--- src/rtl/cfg_reg_pkg.sv ---
package cfg_reg_pkg;
  localparam int KIND_W = 3;
  localparam logic [KIND_W-1:0] K_RW   = 3'd0;
  localparam logic [KIND_W-1:0] K_RO   = 3'd1;
  localparam logic [KIND_W-1:0] K_W1C  = 3'd2;
  localparam logic [KIND_W-1:0] K_RWS  = 3'd3;
  localparam logic [KIND_W-1:0] K_TRIG = 3'd4;

  // next stored value of one bit
  function automatic logic cell_next(input logic [KIND_W-1:0] kind, input logic q,
                                     input logic wr, input logic wbit, input logic usr);
    logic nxt;
    case (kind)
      K_RW:    nxt = wr ? wbit : q;
      K_W1C:   nxt = usr | (q & ~(wr & wbit));
      K_RWS:   nxt = (wr & wbit) | (q & ~usr);
      K_TRIG:  nxt = wr & wbit;
      default: nxt = 1'b0;
    endcase
    return nxt;
  endfunction

  // value presented to the bus on a read
  function automatic logic cell_read(input logic [KIND_W-1:0] kind, input logic q,
                                     input logic usr);
    logic v;
    case (kind)
      K_RW, K_W1C, K_RWS: v = q;
      K_RO:               v = usr;
      default:            v = 1'b0;
    endcase
    return v;
  endfunction

  // value presented to user logic
  function automatic logic cell_user(input logic [KIND_W-1:0] kind, input logic q);
    logic v;
    case (kind)
      K_RW, K_W1C, K_RWS, K_TRIG: v = q;
      default:                    v = 1'b0;
    endcase
    return v;
  endfunction
endpackage

--- src/rtl/cfg_reg_cell.sv ---
module cfg_reg_cell
  import cfg_reg_pkg::*;
(
  input  logic              clk,
  input  logic              rst_n,
  input  logic              wr_en,
  input  logic              wr_bit,
  input  logic              usr_in,
  input  logic [KIND_W-1:0] kind,
  output logic              rd_bit,
  output logic              usr_out
);
  logic q;
  logic set_evt;
  logic clr_wr;

  assign set_evt = wr_en & wr_bit;
  assign clr_wr  = wr_en & wr_bit;

  always_ff @(posedge clk or negedge rst_n) begin
    if (!rst_n) q <= 1'b0;
    else        q <= cell_next(kind, q, wr_en, wr_bit, usr_in);
  end

  assign rd_bit  = cell_read(kind, q, usr_in);
  assign usr_out = cell_user(kind, q);

  AST_RW_STORE: assert property (@(posedge clk) disable iff (!rst_n)
    (kind == K_RW && wr_en) |=> (rd_bit == $past(wr_bit)));
  AST_W1C_SET_WINS: assert property (@(posedge clk) disable iff (!rst_n)
    (kind == K_W1C && usr_in) |=> rd_bit);
  AST_W1C_ZERO_KEEPS: assert property (@(posedge clk) disable iff (!rst_n)
    (kind == K_W1C && rd_bit && !clr_wr) |=> rd_bit);
  AST_RWS_HOLD: assert property (@(posedge clk) disable iff (!rst_n)
    (kind == K_RWS && rd_bit && !usr_in) |=> rd_bit);
  AST_RWS_SET: assert property (@(posedge clk) disable iff (!rst_n)
    (kind == K_RWS && set_evt) |=> usr_out);
  AST_TRIG_ONE_CYCLE: assert property (@(posedge clk) disable iff (!rst_n)
    (kind == K_TRIG && usr_out && !set_evt) |=> !usr_out);
  AST_TRIG_READS_ZERO: assert property (@(posedge clk) disable iff (!rst_n)
    (kind == K_TRIG) |-> !rd_bit);
  AST_INERT_QUIET: assert property (@(posedge clk) disable iff (!rst_n)
    (kind > K_TRIG) |-> (!rd_bit && !usr_out));
endmodule

--- src/rtl/cfg_reg_lane.sv ---
module cfg_reg_lane #(
  parameter int BUS_W  = 32,
  parameter int BYTE_W = 8,
  parameter int LANE   = 0
) (
  input  logic [BUS_W-1:0]  wdata,
  input  logic              rd_en,
  input  logic [BYTE_W-1:0] rd_byte,
  output logic [BYTE_W-1:0] wr_byte,
  output logic [BUS_W-1:0]  rdata
);
  localparam int LANES = BUS_W / BYTE_W;

  assign wr_byte = wdata[LANE*BYTE_W +: BYTE_W];

  for (genvar l = 0; l < LANES; l++) begin : g_lane
    if (l == LANE) begin : g_own
      assign rdata[l*BYTE_W +: BYTE_W] = rd_en ? rd_byte : '0;
    end else begin : g_other
      assign rdata[l*BYTE_W +: BYTE_W] = '0;
    end
  end
endmodule

--- src/rtl/cfg_reg_byte.sv ---
module cfg_reg_byte
  import cfg_reg_pkg::*;
#(
  parameter int BUS_W       = 32,
  parameter int BYTE_W      = 8,
  parameter int BYTE_OFFSET = 0
) (
  input  logic                     clk,
  input  logic                     rst_n,
  input  logic                     wr_en,
  input  logic                     rd_en,
  input  logic [BUS_W-1:0]         wdata,
  output logic [BUS_W-1:0]         rdata,
  input  logic [BYTE_W*KIND_W-1:0] bit_type,
  input  logic [BYTE_W-1:0]        usr_in,
  output logic [BYTE_W-1:0]        usr_out
);
  localparam int LANES = BUS_W / BYTE_W;
  localparam int LANE  = BYTE_OFFSET % LANES;

  logic [BYTE_W-1:0] wr_byte;
  logic [BYTE_W-1:0] rd_byte;
  logic [BUS_W-1:0]  lane_mask;

  assign lane_mask = {{(BUS_W-BYTE_W){1'b0}}, {BYTE_W{1'b1}}} << (LANE*BYTE_W);

  cfg_reg_lane #(.BUS_W(BUS_W), .BYTE_W(BYTE_W), .LANE(LANE)) u_lane (
    .wdata(wdata), .rd_en(rd_en), .rd_byte(rd_byte),
    .wr_byte(wr_byte), .rdata(rdata)
  );

  for (genvar i = 0; i < BYTE_W; i++) begin : g_bit
    cfg_reg_cell u_cell (
      .clk(clk), .rst_n(rst_n), .wr_en(wr_en), .wr_bit(wr_byte[i]),
      .usr_in(usr_in[i]), .kind(bit_type[i*KIND_W +: KIND_W]),
      .rd_bit(rd_byte[i]), .usr_out(usr_out[i])
    );
  end

  AST_FOREIGN_LANES_ZERO: assert property (@(posedge clk) disable iff (!rst_n)
    (rdata & ~lane_mask) == '0);
  AST_IDLE_READ_ZERO: assert property (@(posedge clk) disable iff (!rst_n)
    !rd_en |-> (rdata == '0));
  AST_NO_WRITE_STABLE: assert property (@(posedge clk) disable iff (!rst_n)
    (!wr_en && usr_in == '0) |=> (usr_out & ~$past(usr_out)) == '0);
endmodule

--- config.mk ---
export PLATFORM = sky130hd
export DESIGN_NAME = cfg_reg_byte
export DESIGN_NICKNAME = d
export VERILOG_FILES = /design/src/rtl/cfg_reg_pkg.sv /design/src/rtl/cfg_reg_cell.sv /design/src/rtl/cfg_reg_lane.sv /design/src/rtl/cfg_reg_byte.sv
export SDC_FILE = /design/constraint.sdc
export NUM_CORES = 1
export LEC_CHECK = 0
export ABC_AREA = 1
export BUFFER_PORTS_ARGS = -buffer_cell sky130_fd_sc_hd__buf_2
export CAP_MARGIN = 20
export CORE_ASPECT_RATIO = 1.1
export CORE_MARGIN = 3
export CORE_UTILIZATION = 39
export CTS_CLUSTER_SIZE = 28
export DETAILED_ROUTE_END_ITERATION = 6
export GPL_TIMING_DRIVEN = 0
export PLACE_DENSITY = 0.81
export SLEW_MARGIN = 20
export SYNTH_ARGS = -nofsm -noshare
export SYNTH_HDL_FRONTEND = slang
export SYNTH_HIERARCHICAL = 1
export SYNTH_SLANG_ARGS = --single-unit
--- constraint.sdc ---
create_clock -name clk -period 0.8 [get_ports clk]
set_input_delay 0.08 -clock clk [delete_from_list [all_inputs] [get_ports clk]]
set_output_delay 0.08 -clock clk [all_outputs]
set_load 0.05 [all_outputs]
* After elaboration in Yosys (flattened, before gate mapping)
Cells that the tools add are included.
Operators by class: equality and inequality tests 40, muxes and demuxes 33, bitwise operators 56, reduce and logical (&&, ||, !) cells 24
Operators by type and width (number):
- $eq A3 B2 Y1 const B | 16
- $pmux W1 S4 | 8
- $reduce_or A4 Y1 | 8
- $and A1 B1 Y1 | 24
- $eq A3 B1 Y1 const B | 8
- $eq A3 B3 Y1 const B | 8
- $logic_not A3 Y1 | 8
- $reduce_or A3 Y1 | 8
- $mux W1 | 16
- $ne A2 B2 Y1 const B | 8
- $not A1 Y1 | 16
- $or A1 B1 Y1 | 16
- $pmux W1 S2 | 8
- $mux W8 | 1
Word-level totals: register bits 8, input port bits 68, output and inout port bits 40, word-level logic and storage cells 161

* Depth between registers and ports, before layout
Gate-level depths: netlist of the first run.
depth after elaboration 5, depth in mapped cells 7, mapped depth without buffers 6

* Hierarchy
Netlist of the first run, hierarchy kept.
By module, submodules not included:
- cfg_reg_cell | instances 8, cells an instance 23, area an instance 126.4 um^2, seq. area each 25.0 um^2
- cfg_reg_lane | instances 1, cells an instance 50, area an instance 309.0 um^2, seq. area each 0.0 um^2

* Least setup slack after synthesis of the first run
No wires, ideal clock.
path type reg-to-output, from reg g_bit[0].u_cell.q, to out usr_out[0], data arrival time 1176 ps, required time 720 ps, setup slack -456 ps, cell stages (with the launch flop) 3, buffers on the path 0, path through dfrtp_1 nand2_1 a21oi_1
On the way: longest elaborated chain between the ends 1
RTL lines:
- start: declaration | RTL line cfg_reg_cell.sv:13 | logic q;
- start signal: assignment | RTL line cfg_reg_cell.sv:22 | else q <= cell_next(kind, q, wr_en, wr_bit, usr_in);
- $mux W1 | RTL line cfg_reg_pkg.sv:38 | case (kind)
- end: declaration | RTL line cfg_reg_byte.sv:16 | output logic [BYTE_W-1:0] usr_out
Every way passes these cells.

* Worst setup path after layout of the first run
from reg g_bit[4].u_cell.q, to out rdata[4]
On the way: longest elaborated chain between the ends 2
RTL lines:
- start: declaration | RTL line cfg_reg_cell.sv:13
- start signal: assignment | RTL line cfg_reg_cell.sv:22
- $pmux W1 S2 | RTL line cfg_reg_pkg.sv:27 | case (kind)
- named net rd_byte[4] | RTL line cfg_reg_byte.sv:22 | logic [BYTE_W-1:0] rd_byte;
- $mux W8 | RTL line cfg_reg_lane.sv:18 | assign rdata[l*BYTE_W +: BYTE_W] = rd_en ? rd_byte : '0;
- end: declaration | RTL line cfg_reg_byte.sv:13 | output logic [BUS_W-1:0] rdata,
The timed path passes the listed nets, and every way through them passes these cells.

==> results of run 1 <==
==> what timing repair did <==
action,4_1_cts,5_1_grt
hold endpoints to repair,8,0
hold buffers,1,0
buffers inserted,6,5
gates resized for setup,47,41
pin swaps,8,12
endpoints found under the setup margin,16,24
==> power breakdown <==
group | total [mW] | internal (mW) | switching (mW)
clock network | 0.300 | 0.171 | 0.129
logic | 1.44 | 0.534 | 0.904
registers | 0.484 | 0.439 | 0.0448
total | 2.22 | 1.14 | 1.08
==> cells by family (layout without fill, tap and decap cells) <==
| kind of cell | after synthesis | in the layout |
|---|---|---|
| buf+inv | 73 | 136 |
| flops | 8 | 8 |
| compound gates | 16 | 16 |
| other cells | 1 | 24 |
| simple gates | 136 | 136 |
==> stage by stage <==
| stage | setup slack, ns | TNS [ns] | cell area, µm² | power, mW | hold slack (ns) |
|---|---|---|---|---|---|
| after global routing | -0.486 | -7.69 | 2190 | 2.39 | 0.171 |
| after detailed placement | -0.241 | -3.86 | 1790 | 1.64 | -0.0618 |
| after global placement | -0.216 | -3.66 | 1790 | 1.63 | -0.0610 |
| after floorplan | -0.146 | -1.49 | 1500 | 1.37 | -0.216 |
| final | -0.425 | -6.26 | 2190 | 2.22 | 0.170 |
| after CTS | -0.408 | -6.06 | 2010 | 2.09 | 0.164 |
==> critical path, cell delays in order, from the launching register on <==
cell and delay (ns):
dfrtp_1 0.42, a21oi_2 0.05, nor3_2 0.12, nand2_1 0.09, inv_2 0.08, buf_8 0.14
==> cells in the final DEF (no fill, tap or decap), types with 8 or more instances in the layout <==
cell	n
nand2_1	58
buf_2	35
buf_4	32
inv_1	29
conb_1	24
buf_6	21
nand2_2	19
nand3_1	17
nand3_2	15
inv_2	11
nor2_1	8
a21oi_2	8
nor3_2	8
a21oi_4	8
nor2_2	8
dfrtp_1	8
==> final cells by class <==
| cell class | count | area [µm²] |
|---|---|---|
| flip-flops and latches | 8 | 200 |
| well taps | 34 | 42.5 |
| multi-input cells | 176 | 1060 |
| plain buffers | 33 | 245 |
| inverters | 40 | 150 |
| clock buffers | 3 | 22.5 |
| repair buffers | 60 | 477 |
| fillers | 288 | 960 |
==> per-layer routing <==
metal,track usage,vias up,wire length [µm]
met2,0.307,63,2100
li1,-,844,-
met5,0,-,0
met3,0.0329,2,281
met1,0.200,703,1410
met4,0.0265,0,17
==> worst paths after layout <==
check	start	to	cells after the start	slack, ns
max	g_bit[4].u_cell/q	rdata[4]	5	-0.43
min	bit_type[0]	g_bit[0].u_cell/q	4	0.17
max reg2reg	g_bit[5].u_cell/q	g_bit[5].u_cell/q	6	-0.14
min reg2reg	g_bit[4].u_cell/q	g_bit[4].u_cell/q	4	0.69
max in group asynchronous	rst_n	g_bit[5].u_cell/q	2	0.42
min in group asynchronous	rst_n	g_bit[4].u_cell/q	2	0.21
==> results.cfg, run 1 <==
[worst_setup_path]
critPathArrivalTime_ns = 1.15
worstPathMaxFanout = 4
critPathRequiredTime_ns = 0.72
criticalPathCategory = reg2out
worstSetupStartpointType = flop
endpoint_kind = primary output

[synthesis]
yosysMostFrequentCell = nand2_1
synthTopCellsByArea = nand2_1 20%, buf_4 18%, dfrtp_1 15%
synth_top_cell_by_area = nand2_1
yosys_warnings = 6
synth-edff-count = 0
synth_compound_area_frac = 0.0607
syn_area_um2 = 1320
synthCells = 234
ys_seq_elements = 8
yosys.area.top_type_share = 0.205
yosysSeqAreaShare = 0.152
async_reset_ff_frac = 1.00
synth_ff_type = dfrtp_1
synth-xor-area-share = 0
synthAdderAreaFrac = 0
yosys-top-cells-count = 72 x nand2_1, 32 x buf_4, 32 x inv_1, 32 x nand3_1, 16 x a21oi_1
synth.avg_cell_area_um2 = 5.64
muxShareOfSynthArea = 0
synth_cell_types = 13
synth_simple_gate_area_share = 0.485
synth_top_family_by_area = simple AND/OR/NAND/NOR gates

[drt]
vias = 1612
drt_wl_total_um = 3810
via_per_inst = 4.55
antenna_left = 0
wl_per_cell_um = 10.8
drtPass1Iterations = 4
drt_iter0_markers = 56
drc_errors = 0

[clocking]
clockBufferDepth = 2
ctsHtreeMaxLevel = 1
path_clk_slew_ns = 0.05
cts_inserted_buffers = 3
cts-root-buf = clkbuf_4
cts.sinks = 8
clk_latency_ns = 0.25
cts_tree = built

[floorplan]
die_h_um = 67.0
num_rows = 21
die-area_um2 = 4120
start_util = 0.419
die_x_um = 61.5
pin_count = 108
core_area_um2 = 3150

[place]
gp_congestion = 0.830
dp_hpwl_um = 2540
numPortBuffers = 50
dp_cells = 341

[sta]
fin_worst_skew_ns = 0
layout_setup_ws_ns = -0.425
grt_setup_unrepaired = true
drv_slew = 0
fin_crit_ns = 1.23
final-hold-violation-count = 0
max_freq_ghz = 0.816
fin_crit_sh = 1.53
finalSetupViolations = 23

[final_layout]
area_growth_syn_to_layout_pct = 66.2
fin_nets = 390
largest_register = g_bit.u_cell/q
reg_top3 = g_bit.u_cell/q: 8 flops
stdcell_count = 354
fin_util = 0.696
largest_reg_flops = 8
layout-drive-gt1-share = 0.547
n_antenna_cell = 0

[run]
drv_cap = 0

[pwr]
total_leakage_power_nw = 1.29
power.density_nw_per_um2 = 1010
peakVddDrop_v = 0.000589

[grt]
grt_pass1_vias = 1360
track_usage = 0.168
grt-ovfl-total = 0
antenna_found_initial = 0
grt_pass1_wl_um = 5350
grt_start_max_net_pins = 17

[outcome]
failed_checks = negative setup slack
status = finished with violations

[hold_path]
hold_class = in2reg
Power figures use the tool's default switching activity.
==> run 2, diff against run 1 <==
Settings changed: CORE_UTILIZATION 39 to 42, PLACE_DENSITY 0.81 to 0.86.
Clock period 0.8 ns to 1.5 ns, I/O delays scaled along.
==> results.cfg, run 2 (same netlist as run 1, synthesis figures left out) <==
[outcome]
status = complete, no violations

[clocking]
path_clk_slew_ns = 0.05
cts_tree = built
clk_latency_ns = 0.24
ctsHtreeMaxLevel = 1
ctsResizeCount = 0
clockBufferDepth = 2
cts.sinks = 8
hold_buffers = 1
cts-root-buf = clkbuf_4
cts_setup_buffers = 0
cts_inserted_buffers = 3

[place]
gp_congestion = 0.837
dp_hpwl_um = 2530
numPortBuffers = 50
pre_cts_ws_ns = 0.353

[final_layout]
final_common_cell = nand2_1
fin_nets = 381
area_growth_syn_to_layout_pct = 31.1
layout-drive-gt1-share = 0.379
n_antenna_cell = 0
largest_register = g_bit.u_cell/q
reg_top3 = g_bit.u_cell/q: 8 flops
nFillCells = 313
largest_reg_flops = 8
final_cell_mix = 72 x nand2_1, 51 x buf_2, 32 x inv_1, 32 x nand3_1, 32 x buf_4

[hold_path]
hold_class = in2reg

[sta]
drv_slew = 0
timing.hold.ws_ns = 0.221
finalSetupViolations = 0
layout_setup_ws_ns = 0.149
max_freq_ghz = 0.740
final-hold-violation-count = 0
fin_worst_skew_ns = 0
fin_tns_setup_ns = 0
fin_crit_ns = 1.35
fin_crit_sh = 0.901
grt_setup_unrepaired = false

[drt]
via_per_inst = 4.43
drt_iter0_markers = 34
drtPass1Iterations = 4
wl_per_cell_um = 8.75
antenna_left = 0
drt_wl_total_um = 3010
drc_errors = 0
vias = 1525

[run]
drv_cap = 0

[pwr]
total_leakage_power_nw = 1.17
swShare = 0.488
pwr-share-clk = 0.158
p_switching_mw = 0.491
p_seq_frac = 0.252
p_int_mw = 0.515
p_comb_frac = 0.590
power.density_nw_per_um2 = 581
peakVddDrop_v = 0.000376

[grt]
grt_pass1_wl_um = 4870
antenna_found_initial = 0
grt-ovfl-total = 0
grt_start_max_net_pins = 17
grt_pass1_vias = 1278
track_usage = 0.156

[worst_setup_path]
critPathArrivalTime_ns = 1.20
critPathRequiredTime_ns = 1.35
criticalPathCategory = reg2out
worstPathMaxFanout = 4
endpoint_kind = primary output
worstSetupStartpointType = flop

[floorplan]
start_util = 0.459
die_x_um = 59.5
die-area_um2 = 3850
num_rows = 20
core_area_um2 = 2880
die_h_um = 64.8
pin_count = 108
-- run 2: power by group through the flow --
stage / Clock (mW) / Sequential [mW] / Combinational, mW
3_5_place_dp: 0 / 0.256 / 0.590
4_1_cts: 0.167 / 0.253 / 0.593
2_1_floorplan: 0 / 0.252 / 0.463
6_report: 0.159 / 0.253 / 0.593
5_1_grt: 0.184 / 0.257 / 0.650
3_3_place_gp: 0 / 0.257 / 0.582
-- run 2: per-stage QoR --
| step | power, mW | instance area, µm² | std cells | util |
|---|---|---|---|---|
| 4_1_cts | 1.01 | 1730 | 344 | 0.601 |
| 5_1_grt | 1.09 | 1730 | 344 | 0.601 |
| 3_3_place_gp | 0.839 | 1700 | 340 | 0.590 |
| 6_report | 1.01 | 1730 | 344 | 0.601 |
| 2_1_floorplan | 0.715 | 1410 | 257 | - |
| 3_5_place_dp | 0.846 | 1700 | 340 | 0.590 |
-- run 2: metal layers --
metal,track usage,vias to the layer above,share of wire
met1,0.188,638,0.39
met4,0.0397,0,0
li1,-,821,-
met3,0.0219,0,0.11
met2,0.281,66,0.51
met5,0,-,0
-- run 2: worst paths after layout --
kind / start / end / slack, ns / depth (start not counted)
max: g_bit[3].u_cell/q / rdata[3] / 0.15 / 5
min: bit_type[23] / g_bit[7].u_cell/q / 0.22 / 4
max reg2reg: g_bit[3].u_cell/q / g_bit[3].u_cell/q / 0.71 / 4
min reg2reg: g_bit[4].u_cell/q / g_bit[4].u_cell/q / 0.66 / 4
max in group asynchronous: rst_n / g_bit[0].u_cell/q / 1.05 / 2
min in group asynchronous: rst_n / g_bit[7].u_cell/q / 0.27 / 2
-- run 2: area by class of cell --
type                       count  area [µm²]  area share
buffer                        33         245       0.142
timing repair buffer          51         260       0.150
sequential                     8         200       0.116
clock buffer                   3        22.5      0.0130
inverter                      40         150      0.0868
tap                           33        41.3      0.0239
multi-input combinational    176         811       0.469
-- run 2: critical path, cell delays in order (launching register included) --
cell	delay (ns)
dfrtp_1	0.40
a21oi_1	0.07
nor3_2	0.11
nand2_1	0.07
inv_1	0.06
buf_2	0.25
==> run 3, diff against run 2 <==
Settings changed: CELL_PAD_IN_SITES_DETAIL_PLACEMENT set to 0, CELL_PAD_IN_SITES_GLOBAL_PLACEMENT set to 2, CORE_UTILIZATION 42 to 18, PLACE_DENSITY 0.86 to unset, PLACE_DENSITY_LB_ADDON set to 0.1.
==> results.cfg, run 3 (same netlist as run 1, synthesis figures left out) <==
[outcome]
status = complete, no violations

[worst_setup_path]
worstPathMaxFanout = 4
max_stage_delay_ns = 0.40
cpMaxStageDelayCell = dfrtp_1
critPathArrivalTime_ns = 1.19
r2r_start = g_bit[7].u_cell/q
worstSetupStartpointType = flop
endpoint = rdata[7]
cp_num_cells = 5
critical-path-top-delay-family = flip-flops
critPathRequiredTime_ns = 1.35
startpoint = g_bit[7].u_cell/q
critPathBufInv = 2
timing.rr.end = g_bit[7].u_cell/q
reg2reg_slack_ns = 0.70
worstPathCellList = a21oi_1 > nor3_2 > nand2_1 > inv_1 > buf_2
rr_worst_depth = 4
endpoint_kind = primary output
criticalPathCategory = reg2out

[drt]
drt_wl_total_um = 3770
drc_errors = 0
antenna_left = 0
drt_iter0_markers = 32
wl_per_cell_um = 9.51
drtPass1Iterations = 4
via_per_inst = 3.81
vias = 1508

[final_layout]
layout-drive-gt1-share = 0.379
n_antenna_cell = 0
fin_nets = 381
largest_reg_flops = 8
final_cell_mix = 72 x nand2_1, 51 x buf_2, 32 x inv_1, 32 x nand3_1, 32 x buf_4
final_common_cell = nand2_1
area_growth_syn_to_layout_pct = 37.4
multi_input_area_um2 = 811
nFillCells = 845
stdcell_count = 396
reg_top3 = g_bit.u_cell/q: 8 flops
regArea_um2 = 200
largest_register = g_bit.u_cell/q

[sta]
fin_crit_sh = 0.892
fin_crit_ns = 1.34
fin_tns_setup_ns = 0
grt_setup_unrepaired = false
fin_worst_skew_ns = 0
layout_setup_ws_ns = 0.162
drv_slew = 0
final-hold-violation-count = 0
finalSetupViolations = 0
timing.hold.ws_ns = 0.244
max_freq_ghz = 0.747

[clocking]
cts-root-buf = clkbuf_8
clockBufferDepth = 2
ctsHtreeMaxLevel = 1
cts_inserted_buffers = 3
clk_latency_ns = 0.22
path_clk_slew_ns = 0.05
cts.sinks = 8
ctsResizeCount = 0
cts_tree = built

[floorplan]
core_area_um2 = 7090
start_util = 0.186
num_rows = 32
die-area_um2 = 8400
die_x_um = 87.7
pin_count = 108
die_h_um = 95.8

[place]
pre_cts_ws_ns = 0.336
numPortBuffers = 50
dp_cells = 392
gp_congestion = 0.783
dp_hpwl_um = 3130

[grt]
grt_start_max_net_pins = 17
grt-ovfl-total = 0
grt_pass1_wl_um = 6040
grt_pass1_vias = 1386
track_usage = 0.0886
antenna_found_initial = 0

[hold_path]
hold_class = in2reg

[pwr]
peakVddDrop_v = 0.000288
swShare = 0.466
p_int_mw = 0.598
p_seq_frac = 0.228
p_comb_frac = 0.535
pwr-share-clk = 0.237
power.density_nw_per_um2 = 618
total_leakage_power_nw = 1.17
p_switching_mw = 0.522

[run]
drv_cap = 0
==> run 3: changes by cell type in the layout (fill, tap and decap cells not counted) <==
cell      change
clkbuf_8      +3
clkbuf_4      -3
==> run 3: area by class of cell <==
cell class                 instances  area share
buffer                            33       0.135
timing repair buffer              51       0.143
tap                               85      0.0586
multi-input combinational        176       0.447
inverter                          40      0.0828
sequential                         8       0.110
clock buffer                       3      0.0228
==> run 3: power by group through the flow <==
stage | registers, mW | logic [mW] | clock network [mW]
global placement | 0.259 | 0.607 | 0
floorplan | 0.252 | 0.463 | 0
CTS | 0.254 | 0.606 | 0.285
detailed placement | 0.258 | 0.601 | 0
finish | 0.255 | 0.600 | 0.265
global route | 0.258 | 0.664 | 0.290
==> run 3: worst min-delay path by stage <==
stage	slack, ns	from	cells past startpoint	end
final	0.24	bit_type[11]	4	g_bit[3].u_cell/q
after global routing	0.27	bit_type[11]	4	g_bit[3].u_cell/q
after CTS	0.24	bit_type[23]	4	g_bit[7].u_cell/q
after detailed placement	0.02	rst_n	1	g_bit[2].u_cell/q
after global placement	0.02	rst_n	1	g_bit[2].u_cell/q
after floorplan	-0.15	rst_n	0	g_bit[0].u_cell/q
==> run 3: per-layer routing <==
layer	vias up	wire length, µm	track usage
li1	820	-	-
met2	46	1730	0.149
met3	2	283	0.0291
met4	0	8	0.00767
met1	640	1750	0.115
met5	-	0	0
==> run 3: what timing repair did <==
action / in CTS / in global routing
hold endpoints to repair: 8 / 0
endpoints found under the setup margin: 0 / 0
hold buffers: 1 / 0
setup buffers: 0 / 0
==> run 3: per-stage QoR <==
step	util	cell area, µm²	power [mW]
3_5_place_dp	0.249	1760	0.859
6_report	0.256	1810	1.12
5_1_grt	0.256	1810	1.21
2_1_floorplan	-	1410	0.715
4_1_cts	0.256	1810	1.15
3_3_place_gp	0.249	1760	0.866
==> run 3: worst register-to-register path: cells and delay by family (launching register included) <==
| family | cells | cell delay, ns |
|---|---|---|
| flops | 1 | 0.41 |
| simple gates | 4 | 0.28 |
